--- src/rtl/i2c_port_pkg.sv ---
package i2c_port_pkg;

  typedef enum logic [3:0] {
    ST_IDLE,
    ST_ADDR,
    ST_ADDR_ACK,
    ST_PTR,
    ST_PTR_ACK,
    ST_WDATA,
    ST_WDATA_ACK,
    ST_RDATA,
    ST_RACK,
    ST_IGNORE
  } port_state_t;

  // Full 7-bit device address from the fixed prefix and the latched straps.
  function automatic logic [6:0] dev_address(input logic [4:0] prefix,
                                             input logic [1:0] strap);
    return {prefix, strap};
  endfunction

  // Pointer value after one byte has been transferred.
  function automatic logic [6:0] ptr_after(input logic [6:0] ptr,
                                           input logic       inc);
    return inc ? ptr + 7'd1 : ptr;
  endfunction

  function automatic logic is_start(input logic scl_prev, input logic scl_now,
                                    input logic sda_prev, input logic sda_now);
    return scl_prev & scl_now & sda_prev & ~sda_now;
  endfunction

  function automatic logic is_stop(input logic scl_prev, input logic scl_now,
                                   input logic sda_prev, input logic sda_now);
    return scl_prev & scl_now & ~sda_prev & sda_now;
  endfunction

endpackage

--- src/rtl/i2c_line_sync.sv ---
module i2c_line_sync
  import i2c_port_pkg::*;
#(
  parameter int STAGES = 2
) (
  input  logic clk,
  input  logic rst_n,
  input  logic scl_i,
  input  logic sda_i,
  output logic scl_s,
  output logic sda_s,
  output logic scl_rise,
  output logic scl_fall,
  output logic start_evt,
  output logic stop_evt
);

  logic [STAGES-1:0] scl_pipe;
  logic [STAGES-1:0] sda_pipe;
  logic              scl_d;
  logic              sda_d;

  always_ff @(posedge clk or negedge rst_n) begin
    if (!rst_n) begin
      scl_pipe <= '1;
      sda_pipe <= '1;
      scl_d    <= 1'b1;
      sda_d    <= 1'b1;
    end else begin
      scl_pipe <= {scl_pipe[STAGES-2:0], scl_i};
      sda_pipe <= {sda_pipe[STAGES-2:0], sda_i};
      scl_d    <= scl_s;
      sda_d    <= sda_s;
    end
  end

  assign scl_s     = scl_pipe[STAGES-1];
  assign sda_s     = sda_pipe[STAGES-1];
  assign scl_rise  = ~scl_d & scl_s;
  assign scl_fall  = scl_d & ~scl_s;
  assign start_evt = is_start(scl_d, scl_s, sda_d, sda_s);
  assign stop_evt  = is_stop(scl_d, scl_s, sda_d, sda_s);

endmodule

--- src/rtl/i2c_reg_bank.sv ---
module i2c_reg_bank #(
  parameter int NUM_REGS = 16,
  parameter int IDX_W    = 7
) (
  input  logic             clk,
  input  logic             rst_n,
  input  logic             wr_en,
  input  logic [IDX_W-1:0] wr_idx,
  input  logic [7:0]       wr_data,
  input  logic [IDX_W-1:0] rd_idx,
  output logic [7:0]       rd_data
);

  logic [7:0] regs [NUM_REGS];

  always_ff @(posedge clk or negedge rst_n) begin
    if (!rst_n) begin
      for (int i = 0; i < NUM_REGS; i++) regs[i] <= '0;
    end else if (wr_en) begin
      for (int i = 0; i < NUM_REGS; i++)
        if (wr_idx == IDX_W'(i)) regs[i] <= wr_data;
    end
  end

  always_comb begin
    rd_data = '0;
    for (int i = 0; i < NUM_REGS; i++)
      if (rd_idx == IDX_W'(i)) rd_data = regs[i];
  end

endmodule

--- src/rtl/i2c_reg_port.sv ---
module i2c_reg_port
  import i2c_port_pkg::*;
#(
  parameter logic [4:0] ADDR_PREFIX = 5'b10011,
  parameter int         NUM_REGS    = 16,
  parameter int         SYNC_STAGES = 2
) (
  input  logic clk,
  input  logic rst_n,
  input  logic scl_i,
  input  logic sda_i,
  input  logic strap_hi,
  input  logic strap_lo,
  output logic sda_oe
);

  localparam int IDX_W = 7;
  localparam int CNT_W = 4;
  localparam logic [CNT_W-1:0] FULL_CNT = CNT_W'(8);

  logic scl_s, sda_s, scl_rise, scl_fall, start_evt, stop_evt;
  logic [1:0]       strap_q;
  port_state_t      state;
  logic [CNT_W-1:0] bit_cnt;
  logic [7:0]       shreg;
  logic [IDX_W-1:0] ptr;
  logic             auto_inc;
  logic             rw_read;
  logic             host_acked;
  logic [7:0]       rd_data;

  // Named internal events (observed by the bound checker)
  logic byte_done, addr_hit, wr_en;
  assign byte_done = scl_fall && (bit_cnt == FULL_CNT);
  assign addr_hit  = (shreg[7:1] == dev_address(ADDR_PREFIX, strap_q));
  assign wr_en     = (state == ST_WDATA) && byte_done;

  // Straps are only captured while reset is held
  always_ff @(posedge clk) begin
    if (!rst_n) strap_q <= {strap_hi, strap_lo};
  end

  i2c_line_sync #(.STAGES(SYNC_STAGES)) u_sync (
    .clk      (clk),
    .rst_n    (rst_n),
    .scl_i    (scl_i),
    .sda_i    (sda_i),
    .scl_s    (scl_s),
    .sda_s    (sda_s),
    .scl_rise (scl_rise),
    .scl_fall (scl_fall),
    .start_evt(start_evt),
    .stop_evt (stop_evt)
  );

  i2c_reg_bank #(.NUM_REGS(NUM_REGS), .IDX_W(IDX_W)) u_bank (
    .clk    (clk),
    .rst_n  (rst_n),
    .wr_en  (wr_en),
    .wr_idx (ptr),
    .wr_data(shreg),
    .rd_idx (ptr),
    .rd_data(rd_data)
  );

  always_ff @(posedge clk or negedge rst_n) begin
    if (!rst_n) begin
      state      <= ST_IDLE;
      bit_cnt    <= '0;
      shreg      <= '0;
      ptr        <= '0;
      auto_inc   <= 1'b0;
      rw_read    <= 1'b0;
      host_acked <= 1'b0;
      sda_oe     <= 1'b0;
    end else if (start_evt) begin
      state   <= ST_ADDR;
      bit_cnt <= '0;
      sda_oe  <= 1'b0;
    end else if (stop_evt) begin
      state   <= ST_IDLE;
      bit_cnt <= '0;
      sda_oe  <= 1'b0;
    end else begin
      case (state)
        ST_ADDR, ST_PTR, ST_WDATA: begin
          if (scl_rise && bit_cnt != FULL_CNT) begin
            shreg   <= {shreg[6:0], sda_s};
            bit_cnt <= bit_cnt + 1'b1;
          end else if (byte_done) begin
            bit_cnt <= '0;
            if (state == ST_ADDR) begin
              if (addr_hit) begin
                rw_read <= shreg[0];
                state   <= ST_ADDR_ACK;
                sda_oe  <= 1'b1;
              end else begin
                state <= ST_IGNORE;
              end
            end else if (state == ST_PTR) begin
              ptr      <= shreg[6:0];
              auto_inc <= shreg[7];
              state    <= ST_PTR_ACK;
              sda_oe   <= 1'b1;
            end else begin
              ptr    <= ptr_after(ptr, auto_inc);
              state  <= ST_WDATA_ACK;
              sda_oe <= 1'b1;
            end
          end
        end
        ST_ADDR_ACK, ST_PTR_ACK, ST_WDATA_ACK: begin
          if (scl_fall) begin
            bit_cnt <= '0;
            if (state == ST_ADDR_ACK && rw_read) begin
              state  <= ST_RDATA;
              shreg  <= rd_data;
              sda_oe <= ~rd_data[7];
            end else begin
              sda_oe <= 1'b0;
              state  <= (state == ST_ADDR_ACK) ? ST_PTR : ST_WDATA;
            end
          end
        end
        ST_RDATA: begin
          if (scl_rise) begin
            bit_cnt <= bit_cnt + 1'b1;
          end else if (scl_fall) begin
            if (bit_cnt == FULL_CNT) begin
              bit_cnt <= '0;
              sda_oe  <= 1'b0;
              ptr     <= ptr_after(ptr, auto_inc);
              state   <= ST_RACK;
            end else begin
              shreg  <= {shreg[6:0], 1'b0};
              sda_oe <= ~shreg[6];
            end
          end
        end
        ST_RACK: begin
          if (scl_rise) begin
            host_acked <= ~sda_s;
          end else if (scl_fall) begin
            if (host_acked) begin
              state  <= ST_RDATA;
              shreg  <= rd_data;
              sda_oe <= ~rd_data[7];
            end else begin
              state <= ST_IGNORE;
            end
          end
        end
        default: ;
      endcase
    end
  end

endmodule

--- config.mk ---
export PLATFORM = sky130hd
export DESIGN_NAME = i2c_reg_port
export DESIGN_NICKNAME = d
export VERILOG_FILES = /design/src/rtl/i2c_port_pkg.sv /design/src/rtl/i2c_line_sync.sv /design/src/rtl/i2c_reg_bank.sv /design/src/rtl/i2c_reg_port.sv
export SDC_FILE = /design/constraint.sdc
export NUM_CORES = 1
export LEC_CHECK = 0
export BUFFER_PORTS_ARGS = -buffer_cell sky130_fd_sc_hd__clkbuf_2
export CAP_MARGIN = 20
export CORE_ASPECT_RATIO = 1.75
export CORE_UTILIZATION = 57
export DETAILED_ROUTE_END_ITERATION = 7
export PLACE_DENSITY = 0.84
export SYNTH_ARGS = -nofsm -noshare
export SYNTH_HDL_FRONTEND = slang
export SYNTH_SLANG_ARGS = --single-unit
--- constraint.sdc ---
create_clock -name clk -period 2.4 [get_ports clk]
set_clock_uncertainty 0.1 [all_clocks]
set_input_delay 0.36 -clock clk [delete_from_list [all_inputs] [get_ports clk]]
set_output_delay 0.36 -clock clk [all_outputs]
set_load 0.1 [all_outputs]
Yosys cells after proc, flatten, opt, wreduce, memory -nomap -nowiden:

Index checks and enable logic that the tools add are counted.

* word-level logic and storage cells: 211
* input port bits: 6
* output and inout port bits: 1
* register bits after elaboration: 163

* equal/unequal tests: 52
* add/sub/neg operators: 2
* muxes and demuxes: 76
* bitwise gates (word level): 17
* reductions and logical operators: 35

Operators with widths (count)
* $mux 8: 25
* $mux 4: 21
* $eq 7x4->1 const B: 8
* $mux 7: 8
* $ne 4x4->1 const B: 10
* $pmux 8 s4: 1
* $reduce_and 2->1: 16
* $eq 7x3->1 const B: 4
* $ne 2x2->1 const B: 13
* $ne 5x5->1 const B: 4
* $reduce_and 9->1: 2
* $eq 4x3->1 const B: 4
* $pmux 4 s4: 1
* $eq 7x2->1 const B: 2
* $mux 1: 14
* $pmux 7 s2: 1
* $reduce_and 7->1: 2
* $pmux 4 s3: 1
* $reduce_and 12->1: 1
* $not 1->1: 10
* $reduce_and 10->1: 1
* $eq 4x2->1 const B: 2
* $eq 4x4->1 const B: 2
* $add 7x1->7 const B: 1
* 17 further kinds: 28

Logic depth before layout (Yosys ltp):

Gate-level depths: netlist of the first run.

* depth in word-level cells: 24
* depth in mapped cells: 10
* gate-level depth less buffers: 8

Hierarchy:

From an unflattened synthesis of the first run, not the netlist that was laid out.

* cell total of the unflattened synthesis: 727
* area, all modules: 8582.0 um^2

By module, submodules not included
* i2c_reg_bank: cells each 501, area each 6373.6 um^2, times used 1, seq. area each 3203.1 um^2
* i2c_reg_port: cells each 216, area each 2018.2 um^2, times used 1, seq. area each 735.7 um^2
* i2c_line_sync: cells each 10, area each 190.2 um^2, times used 1, seq. area each 157.7 um^2

Worst setup path after synthesis of the first run:

No wires, ideal clock.

* kind: flip-flop to flip-flop
* start: register ptr[0]
* end: register shreg[2]
* buffers on the path: 1
* cell stages (with the launch flop): 10
* path slack: -0.004 ns
* library setup time: 0.126 ns
* arrival: 2.178 ns
* required time: 2.174 ns
* clock period less this slack: 2.404 ns
* cells stage by stage: dfrtp_1 > inv_1 > ha_1 > nor2b_1 > and2_1 > clkbuf_1 > a221o_1 > a221oi_1 > o211ai_1 > a221o_1

* word-level cells in the longest chain between the ends: 21
* elaborated cells between the ends (all ways): 38

Ends and longest elaborated chain
* from (decl): RTL line i2c_reg_port.sv:26 `logic [IDX_W-1:0] ptr;`
* from (signal assigned): RTL line i2c_reg_port.sv:101 `ptr <= shreg[6:0];`
* from (signal assigned): RTL line i2c_reg_port.sv:106 `ptr <= ptr_after(ptr, auto_inc);`
* from (signal assigned): RTL line i2c_reg_port.sv:132 `ptr <= ptr_after(ptr, auto_inc);`
* $logic_not 7->1: RTL line i2c_reg_bank.sv:28 `if (rd_idx == IDX_W'(i)) rd_data = regs[i];`
* $mux 8 (15 in series): RTL line i2c_reg_bank.sv:28
* $mux 8 (*): RTL line i2c_reg_bank.sv:28
* $mux 8: RTL line i2c_reg_port.sv:144 `if (host_acked) begin`
* $mux 8: RTL line i2c_reg_port.sv:143 `end else if (scl_fall) begin`
* $mux 8: RTL line i2c_reg_port.sv:141 `if (scl_rise) begin`
* $pmux 8 s4 (*): RTL line i2c_reg_port.sv:85 `case (state)`
* to (signal assigned): RTL line i2c_reg_port.sv:88 `shreg <= {shreg[6:0], sda_s};`
* to (signal assigned): RTL line i2c_reg_port.sv:135 `shreg <= {shreg[6:0], 1'b0};`
* to (signal assigned): RTL line i2c_reg_port.sv:146 `shreg <= rd_data;`
* to (decl): RTL line i2c_reg_port.sv:25 `logic [7:0] shreg;`

Mark *: on every way between the ends. The rest lies on a longest branch, timed or not. The select of a mux whose other input is x is not followed.
A chain may end at the register's enable or synchronous reset.

Final worst setup path of the first run:

* start: register ptr[0]
* end: register shreg[5]

The elaborated chain is that of the path after synthesis.

==> impl_metrics.json, run 1 <==
{
  "synth.distinct_cells": 77,
  "r2r_cells": 9,
  "final-setup-viol-count": 10,
  "status": "complete, but fails checks",
  "rsz0062_at_grt": "true",
  "criticalPathCategory": "reg -> reg",
  "final_area_um2": 10500,
  "multi_input_area_um2": 4470,
  "routed_wl_um": 28600,
  "cellPowerDensity_nw_per_um2": 741,
  "grt_overflow": 0,
  "num_rows": 58,
  "regArea_um2": 4100,
  "via_per_inst": 7.07,
  "final_util_pct": 73.1,
  "first_iter_violations": 871,
  "syn-instance-count": 788,
  "htreeDepth": 4,
  "ir_drop_mv": 0.422,
  "dp_cells": 1038,
  "syn_avg_cell_area_um2": 10.7,
  "finalCritPeriodShare_pct": 107,
  "cts_tree": "done",
  "hpwl_um": 18600,
  "tightest_slew_ns": 0.671,
  "r2r_slack_ns": -0.17,
  "synth_seq_cells": 163,
  "drv_slew": 0,
  "portBuffers": 6,
  "power.total_w": 0.00778,
  "hold_class": "reg -> reg",
  "final_cell_mix": "dfrtp_1, buf_4, mux2_2",
  "cp_max_fo": 6,
  "synth-edff-count": 2,
  "final_hold_viol_count": 0,
  "placed_cell_area_um2": 9370,
  "r2r_end": "shreg[5]$_DFFE_PN0P_",
  "die_w_um": 93.9,
  "cts_buffers": 17,
  "fp.dieH_um": 163,
  "violations": "negative setup slack",
  "nets": 911,
  "via_count": 7696,
  "relSlewSlack_pct": 55.2,
  "finalCriticalPeriod_ns": 2.57,
  "fill_cells": 868,
  "firstDrtPassIters": 8,
  "fmax_mhz": 389,
  "clockBufferDepth": 2,
  "rr_startpoint": "ptr[0]$_DFFE_PN0P_",
  "clk_latency_ns": 0.43,
  "endpoint_kind": "register",
  "critPathRequiredTime_ns": 2.61,
  "cap_violations": 0,
  "clk_pin_slew_worst_paths_ns": 0.07,
  "instances_no_fill": 1089,
  "endpoint": "shreg[5]$_DFFE_PN0P_",
  "ys_seq_area_share_pct": 48.6,
  "grt_max_degree": 65,
  "syn_nets": 803,
  "synthFlopType": "dfrtp_1",
  "antenna_found_initial": 0,
  "drive_gt1_share_pct": 43.7,
  "drc": 0,
  "setup_ws_ns": -0.171,
  "final_common_cell": "dfrtp_1",
  "grt_pass1_vias": 7693,
  "worstPathArrival_ns": 2.78,
  "syn_to_final_growth_pct": 24.7,
  "p_leak_nw": 4.94,
  "grt_pass1_wl_um": 43000,
  "ant_nets": 0,
  "async_flop_share_pct": 98.8,
  "avgRoutedWirePerCell_um": 26.2,
  "root_buffer": "clkbuf_16",
  "grt_use_total_pct": 38.4,
  "dpl_worst_slack_ns": -0.193,
  "clock-sinks": 163,
  "ios": 7,
  "netlist_area_um2": 8430,
  "finalWeightedCongestion": 1.06,
  "ys_warn_count": 0,
  "startpoint": "ptr[0]$_DFFE_PN0P_",
  "antennaDiodeCount": 0,
  "fp.coreArea_um2": 14400,
  "start_util_pct": 58.6,
  "die-area_um2": 15300,
  "startpoint_type": "register"
}
worst min path at each step:
stage / from / endpoint / slack [ns] / cells after the start
after CTS: strap_lo / strap_q[0]$_DFFE_PN_ / 0.005 / 1
after detailed placement: u_sync.scl_pipe[0]$_DFF_PN1_ / u_sync.scl_pipe[1]$_DFF_PN1_ / 0.25 / 0
final: u_sync.scl_pipe[0]$_DFF_PN1_ / u_sync.scl_pipe[1]$_DFF_PN1_ / 0.26 / 0
after floorplan: rst_n / auto_inc$_DFFE_PN0P_ / -0.04 / 0
after global routing: u_sync.scl_pipe[0]$_DFF_PN1_ / u_sync.scl_pipe[1]$_DFF_PN1_ / 0.26 / 0
after global placement: rst_n / u_bank.regs[18]$_DFFE_PN0P_ / 0.25 / 1
critical path, cell delays in order (launching register included):
cell and delay [ns]:
dfrtp_1 0.44, inv_1 0.11, ha_2 0.24, nor2b_4 0.16, a22o_1 0.25, a32oi_4 0.28
buf_4 0.16, a211oi_1 0.06, a211o_1 0.34, a221o_1 0.31
what timing repair did:
action	4_1_cts	5_1_grt
setup buffers	5	8
cloned	1	0
hold buffers	3	2
pin swaps	4	16
setup endpoints to repair	48	137
resized for setup	46	62
hold endpoints to repair	50	2
per-stage QoR:
step	setup TNS, ns	hold slack, ns
6_report	-0.735	0.256
5_1_grt	-1.81	0.260
4_1_cts	-0.285	0.00495
3_5_place_dp	-1.85	0.248
3_3_place_gp	-0.963	0.245
2_1_floorplan	0	-0.0356
final cells by class:
type | instances | area share [%]
clock buffers | 18 | 4.08
clock inverters | 14 | 1.01
inverters | 15 | 0.536
multi-input cells | 556 | 42.6
flip-flops and latches | 163 | 39.1
well taps | 180 | 2.14
repair buffers | 143 | 10.6
where the power goes:
group | switching (W) | internal (W) | total (W)
combinational | 0.00140 | 0.000833 | 0.00223
sequential | 0.000169 | 0.00288 | 0.00305
clock | 0.00117 | 0.00133 | 0.00250
total | 0.00273 | 0.00505 | 0.00778
metal layers:
layer / global-route usage, % / vias to the layer above / share of wire (%)
li1: - / 3165 / -
met1: 40.2 / 3705 / 33
met2: 64.5 / 591 / 49
met3: 9.20 / 235 / 8.0
met4: 30.8 / 0 / 10
met5: 0 / - / 0
flip-flops by register name (all words and copies together), names as in the netlist, 2 cells and up:
signal           cells
bit_cnt              4
ptr                  7
shreg                8
state                4
strap_q              2
u_bank.regs        128
u_sync.scl_pipe      2
u_sync.sda_pipe      2
Yosys cell counts (3+ instances only):
| master | count | area [um^2] |
|---|---|---|
| a2111oi_0 | 4 | 35.0 |
| a211o_1 | 4 | 35.0 |
| a211oi_1 | 11 | 82.6 |
| a21oi_1 | 39 | 195 |
| a221o_1 | 7 | 70.1 |
| a221oi_1 | 9 | 78.8 |
| a22o_1 | 8 | 70.1 |
| a22oi_1 | 6 | 45.0 |
| a311oi_1 | 3 | 26.3 |
| a31oi_1 | 8 | 50.1 |
| a32oi_1 | 3 | 26.3 |
| and3_1 | 6 | 37.5 |
| buf_1 | 3 | 11.3 |
| buf_2 | 13 | 65.1 |
| clkbuf_1 | 36 | 135 |
| dfrtp_1 | 155 | 3880 |
| dfstp_2 | 6 | 158 |
| ha_1 | 9 | 113 |
| inv_1 | 15 | 56.3 |
| mux2_2 | 114 | 1280 |
| mux2i_1 | 3 | 30.0 |
| nand2_1 | 67 | 251 |
| nand2b_1 | 7 | 43.8 |
| nand3_1 | 26 | 130 |
| nand3b_1 | 5 | 37.5 |
| nand4_1 | 3 | 18.8 |
| nor2_1 | 50 | 188 |
| nor2b_1 | 8 | 50.1 |
| nor3_1 | 16 | 80.1 |
| nor4_1 | 9 | 56.3 |
| nor4_2 | 4 | 50.1 |
| o211ai_1 | 9 | 67.6 |
| o21ai_0 | 34 | 170 |
| o22ai_1 | 17 | 106 |
| or2_2 | 3 | 18.8 |
| or3_1 | 6 | 37.5 |
| xor2_1 | 4 | 35.0 |
logic make-up after synthesis:
group	after synthesis	synth area share, %
AO/OA/AOI/OAI	193	16.0
XOR/XNOR	5	0.520
adder cells (fa/ha/maj)	9	1.34
buffers and inverters	70	3.53
flip-flops	163	48.6
multiplexers	117	15.6
AND/OR/NAND/NOR	231	14.4
(Power assumes the default switching activity.)
==> run 2: changes to the inputs <==
--- a/config.mk
+++ b/config.mk
@@ -8,6 +8,7 @@
 export BUFFER_PORTS_ARGS = -buffer_cell sky130_fd_sc_hd__clkbuf_2
 export CAP_MARGIN = 20
 export CORE_ASPECT_RATIO = 1.75
+export CORE_MARGIN = 2
 export CORE_UTILIZATION = 57
 export DETAILED_ROUTE_END_ITERATION = 7
 export PLACE_DENSITY = 0.84
==> impl_metrics.json, run 2 (synthesis results as in run 1) <==
{
  "nets": 915,
  "drv_slew": 0,
  "cap_violations": 0,
  "via_per_inst": 7.01,
  "antenna_found_initial": 0,
  "htreeDepth": 4,
  "cts_buffers": 17,
  "finalCritPeriodShare_pct": 106,
  "num_rows": 58,
  "clock-sinks": 163,
  "power.total_w": 0.00806,
  "die-area_um2": 15800,
  "regMostFlops": "u_bank.regs",
  "p_clk_share_pct": 32.6,
  "drive_gt1_share_pct": 43.7,
  "criticalPathCategory": "reg -> reg",
  "power_switching_w": 0.00287,
  "r2r_slack_ns": -0.14,
  "dp_cells": 1042,
  "finalCriticalPeriod_ns": 2.54,
  "final-setup-viol-count": 9,
  "cp_max_fo": 15,
  "hold_path_depth": 1,
  "largest_reg_flops": 128,
  "status": "complete, but fails checks",
  "routed_wl_um": 28700,
  "die_w_um": 95.9,
  "finalWeightedCongestion": 1.07,
  "crit_chain": "ha_2 -> buf_6 -> a22o_1 -> a221oi_2 -> a211oi_2 -> buf_4 -> o211ai_1 -> a311oi_2",
  "setup_ws_ns": -0.145,
  "seq_power_share_pct": 37.6,
  "tightest_slew_ns": 0.684,
  "swShare_pct": 35.6,
  "syn_to_final_growth_pct": 26.3,
  "avgRoutedWirePerCell_um": 26.3,
  "fp.dieH_um": 165,
  "via_count": 7664,
  "rsz0062_at_grt": "true",
  "ir_drop_mv": 0.714,
  "regArea_um2": 4100,
  "critPathRequiredTime_ns": 2.59,
  "hold-path-endpoint": "strap_q[1]$_DFFE_PN_",
  "worstPathArrival_ns": 2.73,
  "hold_class": "in -> reg",
  "portBuffers": 6,
  "rr_startpoint": "ptr[0]$_DFFE_PN0P_",
  "cellPowerDensity_nw_per_um2": 757,
  "grt_pass1_vias": 7838,
  "p_leak_nw": 5.04,
  "violations": "negative setup slack",
  "slowest_delay_ns": 0.47,
  "clk_pin_slew_worst_paths_ns": 0.07,
  "grt_max_degree": 93,
  "final_common_cell": "dfrtp_1",
  "firstDrtPassIters": 8,
  "r2r_cells": 8,
  "grt_use_total_pct": 37.0,
  "combPwrFrac_pct": 29.8,
  "internal_power_w": 0.00519,
  "instances_no_fill": 1093,
  "cts_tree": "done",
  "relSlewSlack_pct": 54.3,
  "hold_start": "strap_hi",
  "grt_pass1_wl_um": 42700,
  "root_buffer": "clkbuf_16",
  "endpoint_kind": "register",
  "multi_input_area_um2": 4510,
  "ios": 7,
  "reg.largest.list": "u_bank.regs x128, shreg x8, ptr x7",
  "critPathSlowestCell": "dfrtp_2",
  "antennaDiodeCount": 0,
  "fmax_mhz": 393,
  "clockBufferDepth": 2,
  "grt_overflow": 0,
  "ant_nets": 0,
  "hpwl_um": 18600,
  "final_cell_mix": "dfrtp_1, buf_4, mux2_2",
  "fp.coreArea_um2": 14400,
  "startpoint_type": "register",
  "fill_cells": 881,
  "first_iter_violations": 913,
  "start_util_pct": 58.4,
  "drc": 0,
  "r2r_end": "shreg[7]$_DFFE_PN0P_",
  "clk_latency_ns": 0.44,
  "final_hold_viol_count": 0
}
[run 2: changes by cell type in the layout (fill, tap and decap cells not counted), moves of 3 or more]
cell,before,now
ha_4,1,4
nand2_2,14,8
nor2_1,45,42
a221oi_1,4,7
nand3_1,21,24
ha_2,5,2
nand2_4,1,5
a221oi_2,5,2
[run 2: power by group through the flow]
stage | Combinational, W | Clock [W] | Sequential (W)
floorplan | 0.00118 | 0 | 0.00307
global placement | 0.00199 | 0 | 0.00307
detailed placement | 0.00206 | 0 | 0.00307
CTS | 0.00217 | 0.00263 | 0.00303
global route | 0.00251 | 0.00275 | 0.00303
finish | 0.00240 | 0.00263 | 0.00303
[run 2: cell type report]
cell class	count	area share [%]
flip-flops and latches	163	38.5
inverters	15	0.552
clock buffers	19	4.07
clock inverters	13	1.20
multi-input cells	555	42.4
well taps	180	2.12
repair buffers	148	11.2
[run 2: metal layers]
| metal | track usage (%) | part of all wire (%) |
|---|---|---|
| met1 | 36.3 | 32 |
| met2 | 60.0 | 48 |
| met3 | 10.5 | 8.8 |
| met4 | 35.7 | 12 |
| met5 | 1.39 | 0 |
[run 2: repair_timing]
| item | CTS | global route |
|---|---|---|
| gates cloned | 0 | 1 |
| setup endpoints to repair | 56 | 143 |
| pin swaps | 15 | 20 |
| setup buffers | 4 | 10 |
| hold buffers | 4 | 0 |
| endpoints found under the hold margin | 37 | 0 |
| gates resized for setup | 44 | 74 |
[run 2: worst max path at each step]
stage / from / endpoint / slack, ns / cells after the start
6_report: ptr[0]$_DFFE_PN0P_ / shreg[7]$_DFFE_PN0P_ / -0.14 / 8
5_1_grt: ptr[5]$_DFFE_PN0P_ / shreg[0]$_DFFE_PN0P_ / -0.17 / 8
4_1_cts: bit_cnt[1]$_DFFE_PN0P_ / u_bank.regs[46]$_DFFE_PN0P_ / -0.09 / 8
3_5_place_dp: ptr[1]$_DFFE_PN0P_ / shreg[0]$_DFFE_PN0P_ / -0.28 / 10
3_3_place_gp: ptr[5]$_DFFE_PN0P_ / shreg[6]$_DFFE_PN0P_ / -0.20 / 9
2_1_floorplan: u_sync.scl_d$_DFF_PN1_ / shreg[6]$_DFFE_PN0P_ / 0.01 / 9
[run 2: critical path: cells and delay by family (launching register included)]
family,cells,cell delay [ns]
DFF,1,0.47
adders and majority gates,1,0.27
buffers and inverters,2,0.34
AOI/OAI and AO/OA,5,1.22
[run 2: stage by stage]
stage | utilization (%) | hold slack (ns) | cell area, um^2 | setup TNS, ns | setup slack (ns)
6_report | 73.7 | 0.00848 | 10600 | -0.569 | -0.145
5_1_grt | 73.7 | 0.00335 | 10600 | -1.74 | -0.169
4_1_cts | 70.7 | 0.00603 | 10200 | -1.26 | -0.0915
3_5_place_dp | 65.0 | 0.174 | 9390 | -3.65 | -0.284
3_3_place_gp | 65.0 | 0.167 | 9390 | -1.40 | -0.204
2_1_floorplan | - | -0.0356 | 8430 | 0 | 0.00986
